## src/rtl/pcm_port_pkg.sv

```systemverilog
`timescale 1ns/1ps
package pcm_port_pkg;
    localparam int PCM_BITS = 8;
    localparam int CNT_W    = $clog2(PCM_BITS + 1);
    typedef logic [PCM_BITS-1:0] pcm_byte_t;
    typedef logic [CNT_W-1:0]    pcm_cnt_t;
endpackage

```

## src/rtl/pcm_clk_gen.sv

```systemverilog
`timescale 1ns/1ps
module pcm_clk_gen #(
    parameter int HALF_DIV   = 45,
    parameter int FRAME_BITS = 25
) (
    input  logic clk,
    input  logic rst_n,
    input  logic pwr_down,
    output logic bclk,
    output logic fsync
);
    localparam int DIV_W = $clog2(HALF_DIV + 1);
    localparam int FB_W  = $clog2(FRAME_BITS + 1);

    typedef struct packed {
        logic [DIV_W-1:0] div;
        logic             bclk;
        logic [FB_W-1:0]  bit_idx;
        logic             fsync;
    } gen_t;

    gen_t s_d, s_q;

    always_comb begin
        s_d = s_q;
        if (pwr_down) begin
            s_d = '0;
        end else if (s_q.div == DIV_W'(HALF_DIV - 1)) begin
            s_d.div  = '0;
            s_d.bclk = ~s_q.bclk;
            if (!s_q.bclk) begin
                s_d.bit_idx = (s_q.bit_idx == FB_W'(FRAME_BITS - 1)) ? '0 : s_q.bit_idx + 1'b1;
                s_d.fsync   = (s_d.bit_idx == '0);
            end
        end else begin
            s_d.div = s_q.div + 1'b1;
        end
    end

    always_ff @(posedge clk or negedge rst_n) begin
        if (!rst_n) s_q <= '0;
        else        s_q <= s_d;
    end

    assign bclk  = s_q.bclk;
    assign fsync = s_q.fsync;

    p_pd_quiet_r9: assert property (@(posedge clk) disable iff (!rst_n)
        pwr_down |=> (!bclk && !fsync));
    p_sync_with_rise_r8: assert property (@(posedge clk) disable iff (!rst_n)
        $rose(fsync) |-> $rose(bclk));
endmodule

```

## src/rtl/pcm_edge_sync.sv

```systemverilog
`timescale 1ns/1ps
module pcm_edge_sync #(
    parameter int STAGES = 2,
    parameter int NDATA  = 2
) (
    input  logic             clk,
    input  logic             rst_n,
    input  logic             bclk_a,
    input  logic             fsync_a,
    input  logic [NDATA-1:0] sdi_a,
    output logic             fsync_s,
    output logic [NDATA-1:0] sdi_s,
    output logic             rise,
    output logic             fall
);
    localparam int W = NDATA + 2;

    typedef struct packed {
        logic [STAGES-1:0][W-1:0] chain;
        logic                     last;
    } sync_t;

    sync_t s_d, s_q;
    logic [W-1:0] tail;

    assign tail = s_q.chain[STAGES-1];

    always_comb begin
        s_d = s_q;
        s_d.chain[0] = {sdi_a, fsync_a, bclk_a};
        for (int i = 1; i < STAGES; i++) begin
            s_d.chain[i] = s_q.chain[i-1];
        end
        s_d.last = tail[0];
    end

    always_ff @(posedge clk or negedge rst_n) begin
        if (!rst_n) s_q <= '0;
        else        s_q <= s_d;
    end

    assign rise    = tail[0] & ~s_q.last;
    assign fall    = ~tail[0] & s_q.last;
    assign fsync_s = tail[1];
    assign sdi_s   = tail[W-1:2];
endmodule

```

## src/rtl/pcm_rx_deser.sv

```systemverilog
`timescale 1ns/1ps
module pcm_rx_deser
    import pcm_port_pkg::*;
(
    input  logic      clk,
    input  logic      rst_n,
    input  logic      fall,
    input  logic      fsync_s,
    input  logic      r_bit,
    input  logic      s_bit,
    output pcm_byte_t r_byte,
    output pcm_byte_t s_byte,
    output logic      load_done
);
    typedef struct packed {
        logic      active;
        pcm_cnt_t  cnt;
        pcm_byte_t sh_r;
        pcm_byte_t sh_s;
        pcm_byte_t out_r;
        pcm_byte_t out_s;
        logic      done;
    } rx_t;

    rx_t s_d, s_q;

    always_comb begin
        s_d      = s_q;
        s_d.done = 1'b0;
        if (fall) begin
            if (fsync_s) begin
                s_d.active = 1'b1;
                s_d.cnt    = '0;
                s_d.sh_r   = '0;
                s_d.sh_s   = '0;
            end else if (s_q.active) begin
                s_d.sh_r = {s_q.sh_r[PCM_BITS-2:0], r_bit};
                s_d.sh_s = {s_q.sh_s[PCM_BITS-2:0], s_bit};
                s_d.cnt  = s_q.cnt + 1'b1;
                if (s_q.cnt == pcm_cnt_t'(PCM_BITS - 1)) begin
                    s_d.out_r  = s_d.sh_r;
                    s_d.out_s  = s_d.sh_s;
                    s_d.done   = 1'b1;
                    s_d.active = 1'b0;
                end
            end
        end
    end

    always_ff @(posedge clk or negedge rst_n) begin
        if (!rst_n) s_q <= '0;
        else        s_q <= s_d;
    end

    assign r_byte    = s_q.out_r;
    assign s_byte    = s_q.out_s;
    assign load_done = s_q.done;

    p_done_after_fall_r3: assert property (@(posedge clk) disable iff (!rst_n)
        load_done |-> $past(fall));
    p_done_single_r3: assert property (@(posedge clk) disable iff (!rst_n)
        load_done |=> !load_done);
endmodule

```

## src/rtl/pcm_tx_ser.sv

```systemverilog
`timescale 1ns/1ps
module pcm_tx_ser
    import pcm_port_pkg::*;
(
    input  logic      clk,
    input  logic      rst_n,
    input  logic      rise,
    input  logic      fall,
    input  logic      fsync_s,
    input  pcm_byte_t r_proc,
    input  pcm_byte_t s_proc,
    output logic      r_sdo,
    output logic      s_sdo,
    output logic      sdo_en
);
    typedef struct packed {
        logic      pend;
        pcm_cnt_t  cnt;
        pcm_byte_t sh_r;
        pcm_byte_t sh_s;
        logic      en;
        logic      bit_r;
        logic      bit_s;
    } tx_t;

    tx_t s_d, s_q;

    always_comb begin
        s_d = s_q;
        if (fall && fsync_s) begin
            s_d.pend = 1'b1;
            s_d.sh_r = r_proc;
            s_d.sh_s = s_proc;
        end
        if (rise) begin
            if (s_q.pend || (s_q.en && s_q.cnt != pcm_cnt_t'(PCM_BITS))) begin
                s_d.en    = 1'b1;
                s_d.bit_r = s_q.sh_r[PCM_BITS-1];
                s_d.bit_s = s_q.sh_s[PCM_BITS-1];
                s_d.sh_r  = s_q.sh_r << 1;
                s_d.sh_s  = s_q.sh_s << 1;
                s_d.cnt   = s_q.pend ? pcm_cnt_t'(1) : s_q.cnt + 1'b1;
                s_d.pend  = 1'b0;
            end else if (s_q.en) begin
                s_d.en    = 1'b0;
                s_d.bit_r = 1'b0;
                s_d.bit_s = 1'b0;
                s_d.cnt   = '0;
            end
        end
    end

    always_ff @(posedge clk or negedge rst_n) begin
        if (!rst_n) s_q <= '0;
        else        s_q <= s_d;
    end

    assign r_sdo  = s_q.bit_r;
    assign s_sdo  = s_q.bit_s;
    assign sdo_en = s_q.en;

    p_en_moves_on_rise_r5: assert property (@(posedge clk) disable iff (!rst_n)
        !$stable(sdo_en) |-> $past(rise));
    p_quiet_when_off_r6: assert property (@(posedge clk) disable iff (!rst_n)
        !sdo_en |-> (!r_sdo && !s_sdo));
endmodule

```

## src/rtl/pcm_serial_port.sv

```systemverilog
`timescale 1ns/1ps
module pcm_serial_port
    import pcm_port_pkg::*;
#(
    parameter int HALF_DIV    = 45,
    parameter int FRAME_BITS  = 25,
    parameter int SYNC_STAGES = 2
) (
    input  logic       clk,
    input  logic       rst_n,
    input  logic       use_int,
    input  logic       pwr_down,
    input  logic       bclk_in,
    input  logic       fsync_in,
    input  logic       r_sdi,
    input  logic       s_sdi,
    output logic       gen_bclk,
    output logic       gen_fsync,
    output logic [7:0] r_byte,
    output logic [7:0] s_byte,
    output logic       load_done,
    input  logic [7:0] r_proc,
    input  logic [7:0] s_proc,
    output logic       r_sdo,
    output logic       s_sdo,
    output logic       sdo_en
);
    logic       bclk_sel, fsync_sel;
    logic       fsync_s, rise, fall;
    logic [1:0] sdi_s;

    pcm_clk_gen #(.HALF_DIV(HALF_DIV), .FRAME_BITS(FRAME_BITS)) u_gen (
        .clk(clk), .rst_n(rst_n), .pwr_down(pwr_down),
        .bclk(gen_bclk), .fsync(gen_fsync)
    );

    assign bclk_sel  = use_int ? gen_bclk  : bclk_in;
    assign fsync_sel = use_int ? gen_fsync : fsync_in;

    pcm_edge_sync #(.STAGES(SYNC_STAGES), .NDATA(2)) u_sync (
        .clk(clk), .rst_n(rst_n),
        .bclk_a(bclk_sel), .fsync_a(fsync_sel), .sdi_a({s_sdi, r_sdi}),
        .fsync_s(fsync_s), .sdi_s(sdi_s), .rise(rise), .fall(fall)
    );

    pcm_rx_deser u_rx (
        .clk(clk), .rst_n(rst_n), .fall(fall), .fsync_s(fsync_s),
        .r_bit(sdi_s[0]), .s_bit(sdi_s[1]),
        .r_byte(r_byte), .s_byte(s_byte), .load_done(load_done)
    );

    pcm_tx_ser u_tx (
        .clk(clk), .rst_n(rst_n), .rise(rise), .fall(fall), .fsync_s(fsync_s),
        .r_proc(r_proc), .s_proc(s_proc),
        .r_sdo(r_sdo), .s_sdo(s_sdo), .sdo_en(sdo_en)
    );
endmodule

```

## config.mk

```make
export PLATFORM = sky130hd
export DESIGN_NAME = pcm_serial_port
export DESIGN_NICKNAME = d
export VERILOG_FILES = /design/src/rtl/pcm_port_pkg.sv /design/src/rtl/pcm_clk_gen.sv /design/src/rtl/pcm_edge_sync.sv /design/src/rtl/pcm_rx_deser.sv /design/src/rtl/pcm_tx_ser.sv /design/src/rtl/pcm_serial_port.sv
export SDC_FILE = /design/constraint.sdc
export NUM_CORES = 1
export LEC_CHECK = 0
export BUFFER_PORTS_ARGS = -buffer_cell sky130_fd_sc_hd__buf_2
export CELL_PAD_IN_SITES_DETAIL_PLACEMENT = 1
export CELL_PAD_IN_SITES_GLOBAL_PLACEMENT = 2
export CORE_ASPECT_RATIO = 1.5
export CORE_UTILIZATION = 41
export DETAILED_ROUTE_END_ITERATION = 16
export HOLD_SLACK_MARGIN = 0.1
export PLACE_DENSITY = 0.94
export SLEW_MARGIN = 20
export SYNTH_ARGS = -nofsm -noshare
export SYNTH_HDL_FRONTEND = slang
export SYNTH_SLANG_ARGS = --single-unit
```

## constraint.sdc

```tcl
create_clock -name clk -period 3.64 [get_ports clk]
set_input_delay 0.182 -clock clk [delete_from_list [all_inputs] [get_ports clk]]
set_output_delay 0.182 -clock clk [all_outputs]
set_load 0.05 [all_outputs]
```

* Yosys cells after proc, flatten, opt, wreduce, memory -nomap -nowiden *
Cells that the tools add are included.

cells by class
  divide/modulo/power cells = 0
  multipliers = 0
  multiplexer cells = 23
  shift-type cells = 0
  magnitude comparators = 0
  $add $sub $neg = 4
  equality and inequality tests = 5
  reduce and logical (&&, ||, !) cells = 11
  bitwise gates (word level) = 6

operators with widths
  cell                                            count
  two-way mux 38 bit                              1
  two-way mux 16 bit                              2
  two-way mux 24 bit                              1
  two-way mux 21 bit                              1
  two-way mux 17 bit                              1
  two-way mux 13 bit                              1
  two-way mux 4 bit                               3
  two-way mux 6 bit                               2
  adder 4 x 1 -> 4 bit (second input constant)    2
  two-way mux 1 bit                               7
  two-way mux 7 bit                               1
  adder 6 x 1 -> 6 bit (second input constant)    1
  == test 6 bit (second input constant)           1
  AND reduction 2 bit                             3
  nonzero test 2 bit                              3
  adder 5 x 1 -> 5 bit (second input constant)    1
  == test 5 bit (second input constant)           1
  logical NOT 5 bit                               1
  two-way mux 5 bit                               1
  == test 4 x 3 -> 1 bit (second input constant)  1
  inequality test 4 bit (second input constant)   1
  NOT 1 bit                                       4
  AND reduction 4 bit                             1
  two-way mux 3 bit                               1
  other kinds (5)                                 7

storage, ports and cells
  output and inout bits = 22
  word-level logic and storage cells = 70
  memory bits (read-only) = 0
  memories kept = 0
  memory bits (writable) = 0
  bits in latches = 0
  bits in registers = 82
  bits of input ports = 24

* Logic depth before layout (Yosys ltp) *
Gate-level depths: netlist (run 1).

  depth after elaboration = 6
  gate-level depth with buffers = 7
  depth with buffers taken out = 6

* Modules after synthesis *
Synthesis (run 1) repeated with hierarchy kept, for this count alone.

second synthesis, totals
  cell total of the unflattened synthesis = 289
  area total of the unflattened synthesis = 3814.9 um2

modules (own cells, without submodules)
  module           times used  cells each  sequential area each (um2)  area each (um2)
  pcm_rx_deser     1           101         900.9                       1526.5
  pcm_tx_ser       1           92          600.6                       1224.9
  pcm_clk_gen      1           81          325.3                       785.8
  pcm_edge_sync    1           13          225.2                       255.2
  pcm_serial_port  1           2           0.0                         22.5

* Worst setup path before layout (run 1) *
OpenSTA, ideal clock, no wires.

  path type = register to register
  from = reg u_gen.s_q (netlist bit u_gen.bclk)
  to = reg u_gen.s_q (netlist bit u_gen.fsync)
  stages on the path, launching flop included = 4
  slack = 1846 ps
  period minus slack after synthesis = 1794 ps
  path buffers = 0
  arrival time = 1718 ps
  setup time = 76 ps
  required time = 3564 ps
  path through = dfrtp_1 or4_4 or4_1 o21ai_1

on the way
  word-level cells in the longest chain between the ends = 2

ends and longest elaborated chain
  what                             RTL line           source
  from (decl)                      pcm_clk_gen.sv:22  gen_t s_d, s_q;
  from (signal assigned)           pcm_clk_gen.sv:41  if (!rst_n) s_q <= '0;
  from (signal assigned)           pcm_clk_gen.sv:42  else s_q <= s_d;
  inequality test 2 bit (no line)  -
  AND reduction 2 bit (no line)    -

No other way between the ends.
A chain may end at the register's enable or synchronous reset.

* Worst setup path in the final report (run 1) *
  from = reg u_sync.s_q (netlist bit u_sync.tail[1])
  to = reg u_rx.s_q (netlist bit u_rx.r_byte[6])

on the way
  word-level cells in the longest chain between the ends = 2

ends and longest elaborated chain
  what                           RTL line             source
  from (decl)                    pcm_edge_sync.sv:23  sync_t s_d, s_q;
  from (signal assigned)         pcm_edge_sync.sv:38  if (!rst_n) s_q <= '0;
  from (signal assigned)         pcm_edge_sync.sv:39  else s_q <= s_d;
  NOT 1 bit (no line)            -
  AND reduction 4 bit (no line)  -
  to (signal assigned)           pcm_rx_deser.sv:51   if (!rst_n) s_q <= '0;
  to (signal assigned)           pcm_rx_deser.sv:52   else s_q <= s_d;
  to (decl)                      pcm_rx_deser.sv:25   rx_t s_d, s_q;

No other way between the ends.

==> results of run 1 <==
power groups by stage:
stage	combinational (µW)	clock [µW]	sequential [µW]
after detailed placement	410	0	1250
after floorplan	268	0	1240
final	411	853	1230
after global routing	461	921	1250
after global placement	387	0	1230
after CTS	418	880	1230
metal layers:
metal / vias up / GRT usage (%) / share of wire, %
met5: - / 0 / 0
met1: 1173 / 20.4 / 42
met4: 0 / 7.78 / 2.1
met3: 11 / 5.12 / 4.2
li1: 1089 / - / -
met2: 43 / 29.3 / 52
cell usage in the layout, fill, tap and decap left out, types with 3 or more instances in the layout:
cell type and n:
a21oi_1 10, dlygate4sd3_1 6, xor2_1 3, xnor2_1 4, inv_1 9, clkbuf_16 9, buf_2 44, o21ai_0 25
nand3_1 8, mux2_2 18, mux2i_1 15, dfrtp_1 82, a22o_1 18, nor2_1 10, nand2_1 29, nor2b_1 3
ha_1 7
layout make-up:
cell class              instances  area share (%)
multi-input cells             178            31.1
flip-flops and latches         82            50.5
well taps                     107            3.29
clock inverters                 4           0.646
repair buffers                 52            7.35
clock buffers                  12            6.31
inverters                       9           0.831
repair_timing:
action / CTS / global route
hold endpoints to repair: 87 / 0
setup buffers: 0 / 0
hold buffers: 6 / 0
stage by stage:
step / utilization, % / hold slack, ps
2_1_floorplan: - / -114
6_report: 48.3 / 117
5_1_grt: 48.3 / 127
3_5_place_dp: 44.2 / 292
3_3_place_gp: 44.2 / 292
4_1_cts: 48.2 / 115
sequential cells by signal, indices dropped and copies added (netlist names):
name / cells
u_gen.bclk: 1
u_rx.s_byte: 8
u_tx.s_q: 21
u_tx.sdo_en: 1
u_tx.r_sdo: 1
u_sync.tail: 4
u_rx.load_done: 1
u_gen.fsync: 1
u_tx.s_sdo: 1
u_rx.r_byte: 8
u_sync.s_q: 1
u_gen.s_q: 11
u_rx.s_q: 19
u_sync.s_d: 4
logic make-up after synthesis:
group / share of synthesized area, %
muxes: 10.3
AOI/OAI and AO/OA: 10.5
xor gates and xnor gates: 1.73
buffers and inverters: 6.46
and+or+nand+nor: 10.7
adders and majority gates: 2.47
DFF: 57.9
critical path: stages (launching register included):
cell,delay [ps]
dfrtp_1,440
and4bb_2,590
and4_1,770
mux2_2,420
worst paths after layout:
path,startpoint,to,cells past startpoint,slack [ps]
hold / removal,r_proc[0],u_tx.s_q[11],3,120
setup / recovery,u_sync.tail[1],u_rx.r_byte[6],3,1310
min in group asynchronous,rst_n,u_tx.s_q[21],2,470
hold reg to reg,u_sync.s_d[8],u_sync.tail[3],0,350
setup reg to reg,u_sync.tail[1],u_rx.r_byte[6],3,1310
max in group asynchronous,rst_n,u_gen.s_q[2],2,2680
==> results.yml, run 1 <==
cts:
  htreeDepth: 3
  cts.path.max_buffers: 2
  cts-resized-gates: 0
  cts.clk_slew.worst_paths_ps: 60
  cts_tree: "yes"
  clock_latency_ps: 330
  numCtsBuffers: 9
  clock-root-buffer: "clkbuf_16"
  clock_sinks: 82
global_routing:
  gr-total-overflow: 0
  grt_max_degree: 83
  grt.total_usage_pct: 17.3
  grt_pass1_wl_mm: 11.9
  grt_pass1_vias: 2457
  antenna_found_initial: 0
detailed_routing:
  first_pass_iters: 4
  ant_nets: 0
  drt-total-wl_mm: 7.04
  vias_per_cell: 5.22
  drtIter0Drc: 93
  remaining_drc_errors: 0
  avgRoutedWirePerCell_um: 15.9
  vias: 2316
power:
  p_comb_share_pct: 16.5
  ir_worst_vdd_v: 0.000281
  p_seq_share_pct: 49.3
  p_switching_uw: 734
  pwr-share-clk_pct: 34.2
  p_leak_uw: 0.00203
  internal_power_uw: 1760
  power.density_mw_per_mm2: 613
  power.total_uw: 2490
  switching_share_pct: 29.4
cells_and_area:
  layoutNonFillerInstCount: 444
  diodes: 0
  nets: 363
  fillers: 927
  drive_gt1_share_pct: 25.8
  fin_area_mm2: 0.00407
  seq_area_mm2: 0.00205
  multi_input_area_mm2: 0.00126
  area_delta_synth_final_pct: 14.8
place:
  portBuffers: 45
  dp.cells: 422
  place_ws_ps: 1250
  gp_congestion: 0.715
  dpl_cell_area_mm2: 0.00372
  dp_hpwl_mm: 4.72
timing:
  skew_ps: 7.48
  slew_viol_final: 0
  setup_tns_ps: 0
  rsz0062_at_grt: "no"
  fmax_mhz: 428
  fin_crit_sh_pct: 64.1
  worst_slew_pin_slew_ps: 766
  worst_slack_ps: 1310
  finalSetupViolCount: 0
  period_needed_ps: 2330
  slew_headroom_pct: 49.0
  hold_viol: 0
synth:
  yosysMostFrequentCell: "dfrtp_1"
  synth_edf_count: 0
  syn-num-nets: 329
  syn_avg_cell_area_um2: 11.9
  synth.ff_latch_count: 82
  seq_area_frac_synth_pct: 57.9
  synthesis.area_mm2: 0.00354
  synth-async-reset-ratio_pct: 100
  ys_top_cells_by_area: "dfrtp_1 58%, mux2_2 5.7%, a22o_1 4.5%"
  synth_area_leader_cell: "dfrtp_1"
  synth_top_area_share_pct: 57.9
  yosysWarnings: 0
  synth_cell_types: 40
  synth_flop_cell: "dfrtp_1"
  yosys-top-cells-count: "82 x dfrtp_1, 29 x nand2_1, 25 x o21ai_0, 18 x a22o_1, 18 x mux2_2"
  synth_cells: 298
status:
  status: "finished, final reports clean"
setup_path:
  worst-setup-path-type: "flip-flop to flip-flop"
  worstPathArrival_ps: 2550
  worstPathRequired_ps: 3860
  crit_path_end_kind: "flip-flop"
  start_kind: "flip-flop"
  path_max_fanout: 20
floorplanning:
  die_x_um: 77.9
  core_area_mm2: 0.00841
  rows: 41
  die-area_mm2: 0.00902
  die_h_um: 116
  num_io_pins: 46
  initial_core_util_pct: 42.1
job:
  drv_cap: 0
worst_hold_path:
  min_path_type: "primary input to flip-flop"
Power figures use the tool's default switching activity.
==> run 2: changes to the inputs <==
CORE_UTILIZATION = 38   (was 41)
PLACE_DENSITY = 0.89   (was 0.94)
clock period = 2.2 ns   (was 3.64 ns; I/O delays follow)
==> results.yml, run 2 (synthesized netlist as in run 1, its figures left out) <==
power:
  p_switching_uw: 1180
  p_leak_uw: 0.00214
  internal_power_uw: 3120
  p_comb_share_pct: 16.4
  p_seq_share_pct: 47.1
  ir_worst_vdd_v: 0.000449
  switching_share_pct: 27.4
  power.density_mw_per_mm2: 1010
  pwr-share-clk_pct: 36.5
cts:
  clock_latency_ps: 330
  cts_tree: "yes"
  post_cts_buffers: 0
  cts.path.max_buffers: 2
  clock-root-buffer: "clkbuf_16"
  htreeDepth: 3
  cts.clk_slew.worst_paths_ps: 60
  clock_sinks: 82
  numCtsBuffers: 9
place:
  dp_hpwl_mm: 4.82
  portBuffers: 45
  dpl_cell_area_mm2: 0.00376
  gp_congestion: 0.763
  place_ws_ps: 334
detailed_routing:
  first_pass_iters: 4
  drt-total-wl_mm: 7.24
  vias_per_cell: 5.08
  remaining_drc_errors: 0
  drtIter0Drc: 56
  vias: 2361
  avgRoutedWirePerCell_um: 15.6
  ant_nets: 0
cells_and_area:
  top_register: "u_tx.s_q"
  nets: 383
  largest_reg_flops: 21
  diodes: 0
  final_common_cell: "dfrtp_1"
  layout_common_cells: "82 x dfrtp_1, 44 x buf_2, 29 x nand2_1"
  area_delta_synth_final_pct: 20.6
  fin_area_mm2: 0.00427
  top_regs: "u_tx.s_q: 21 flops, u_rx.s_q: 19 flops, u_gen.s_q: 11 flops"
  drive_gt1_share_pct: 25.4
  fillers: 963
timing:
  skew_ps: 5.11
  fmax_mhz: 539
  slew_headroom_pct: 66.3
  fin_crit_sh_pct: 84.4
  finalSetupViolCount: 0
  worst_slew_pin_slew_ps: 503
  hold_viol: 0
  slew_viol_final: 0
  setup_tns_ps: 0
  worst_slack_ps: 344
  period_needed_ps: 1860
  rsz0062_at_grt: "no"
worst_hold_path:
  min-delay-start: "s_proc[6]"
  min_path_type: "primary input to flip-flop"
global_routing:
  grt_pass1_vias: 2565
  grt_pass1_wl_mm: 12.4
  grt_max_degree: 39
  gr-total-overflow: 0
  grt.total_usage_pct: 16.8
  antenna_found_initial: 0
setup_path:
  start_kind: "flip-flop"
  worstPathArrival_ps: 2110
  path_max_fanout: 12
  critPathMaxStageDelay_ps: 500
  cp_top_family: "simple AND/OR/NAND/NOR gates"
  crit_chain: "inv_1 -> ha_1 -> nand2_1 -> or4_4 -> or4_1 -> o21ai_1"
  r2r-start: "u_gen.s_q[7]"
  crit_path_end_kind: "flip-flop"
  slowest_stage: "or4_4"
  worst-setup-path-type: "flip-flop to flip-flop"
  crit_buf_inv: 1
  startpoint: "u_gen.s_q[7]"
  rrSetupSlack_ps: 340
  worstPathRequired_ps: 2450
floorplanning:
  num_io_pins: 46
  die_h_um: 120
  initial_core_util_pct: 39.6
  die-area_mm2: 0.00972
  die_x_um: 80.8
  rows: 42
  core_area_mm2: 0.00893
job:
  drv_cap: 0
status:
  status: "finished, final reports clean"
[run 2: per-stage QoR]
step	total power (µW)	hold WS (ps)	instances	utilization (%)
after floorplan	2500	-186	298	-
after global placement	2690	105	431	42.1
after detailed placement	2740	114	431	42.1
after CTS	4360	102	465	47.8
after global routing	4540	140	465	47.8
final	4300	111	465	47.8
[run 2: layout make-up]
type	instances	area, µm²	share of cell area, %
Sequential cell	82	2050	48.0
Multi-Input combinational cell	178	1260	29.5
Timing Repair Buffer	72	480	11.2
Clock buffer	11	243	5.68
Tap cell	110	138	3.22
Clock inverter	3	65.1	1.52
Inverter	9	33.8	0.791
[run 2: path summary, 6_finish.rpt]
kind	end	cells after the start
min in group asynchronous	u_tx.s_q[22]	2
max in group asynchronous	u_rx.r_byte[1]	3
worst min-delay path	u_tx.s_q[9]	3
worst max register to register	u_gen.fsync	6
worst max-delay path	u_gen.fsync	6
worst min register to register	u_sync.tail[0]	0
[run 2: layer usage]
layer / vias up / track usage [%] / wire, µm / share of wire, %
met4: 0 / 5.69 / 67 / 0.93
met5: - / 0 / 0 / 0
met1: 1179 / 20.2 / 3090 / 43
li1: 1126 / - / - / -
met2: 50 / 28.9 / 3810 / 53
met3: 6 / 4.00 / 267 / 3.7
[run 2: repair_timing]
action / 4_1_cts / 5_1_grt
resized for setup: 0 / 0
hold buffers: 20 / 0
endpoints found under the hold margin: 58 / 0
[run 2: tightest hold or removal path, stage by stage]
cell,delay [ps]
buf_2,70
mux2i_1,50
o21ai_0,160
[run 2: power by group through the flow]
| stage | registers (µW) | clock network (µW) | logic (µW) |
|---|---|---|---|
| after global routing | 2070 | 1680 | 797 |
| after CTS | 2030 | 1610 | 717 |
| final | 2030 | 1570 | 707 |
| after floorplan | 2060 | 0 | 444 |
| after detailed placement | 2060 | 0 | 683 |
| after global placement | 2040 | 0 | 650 |
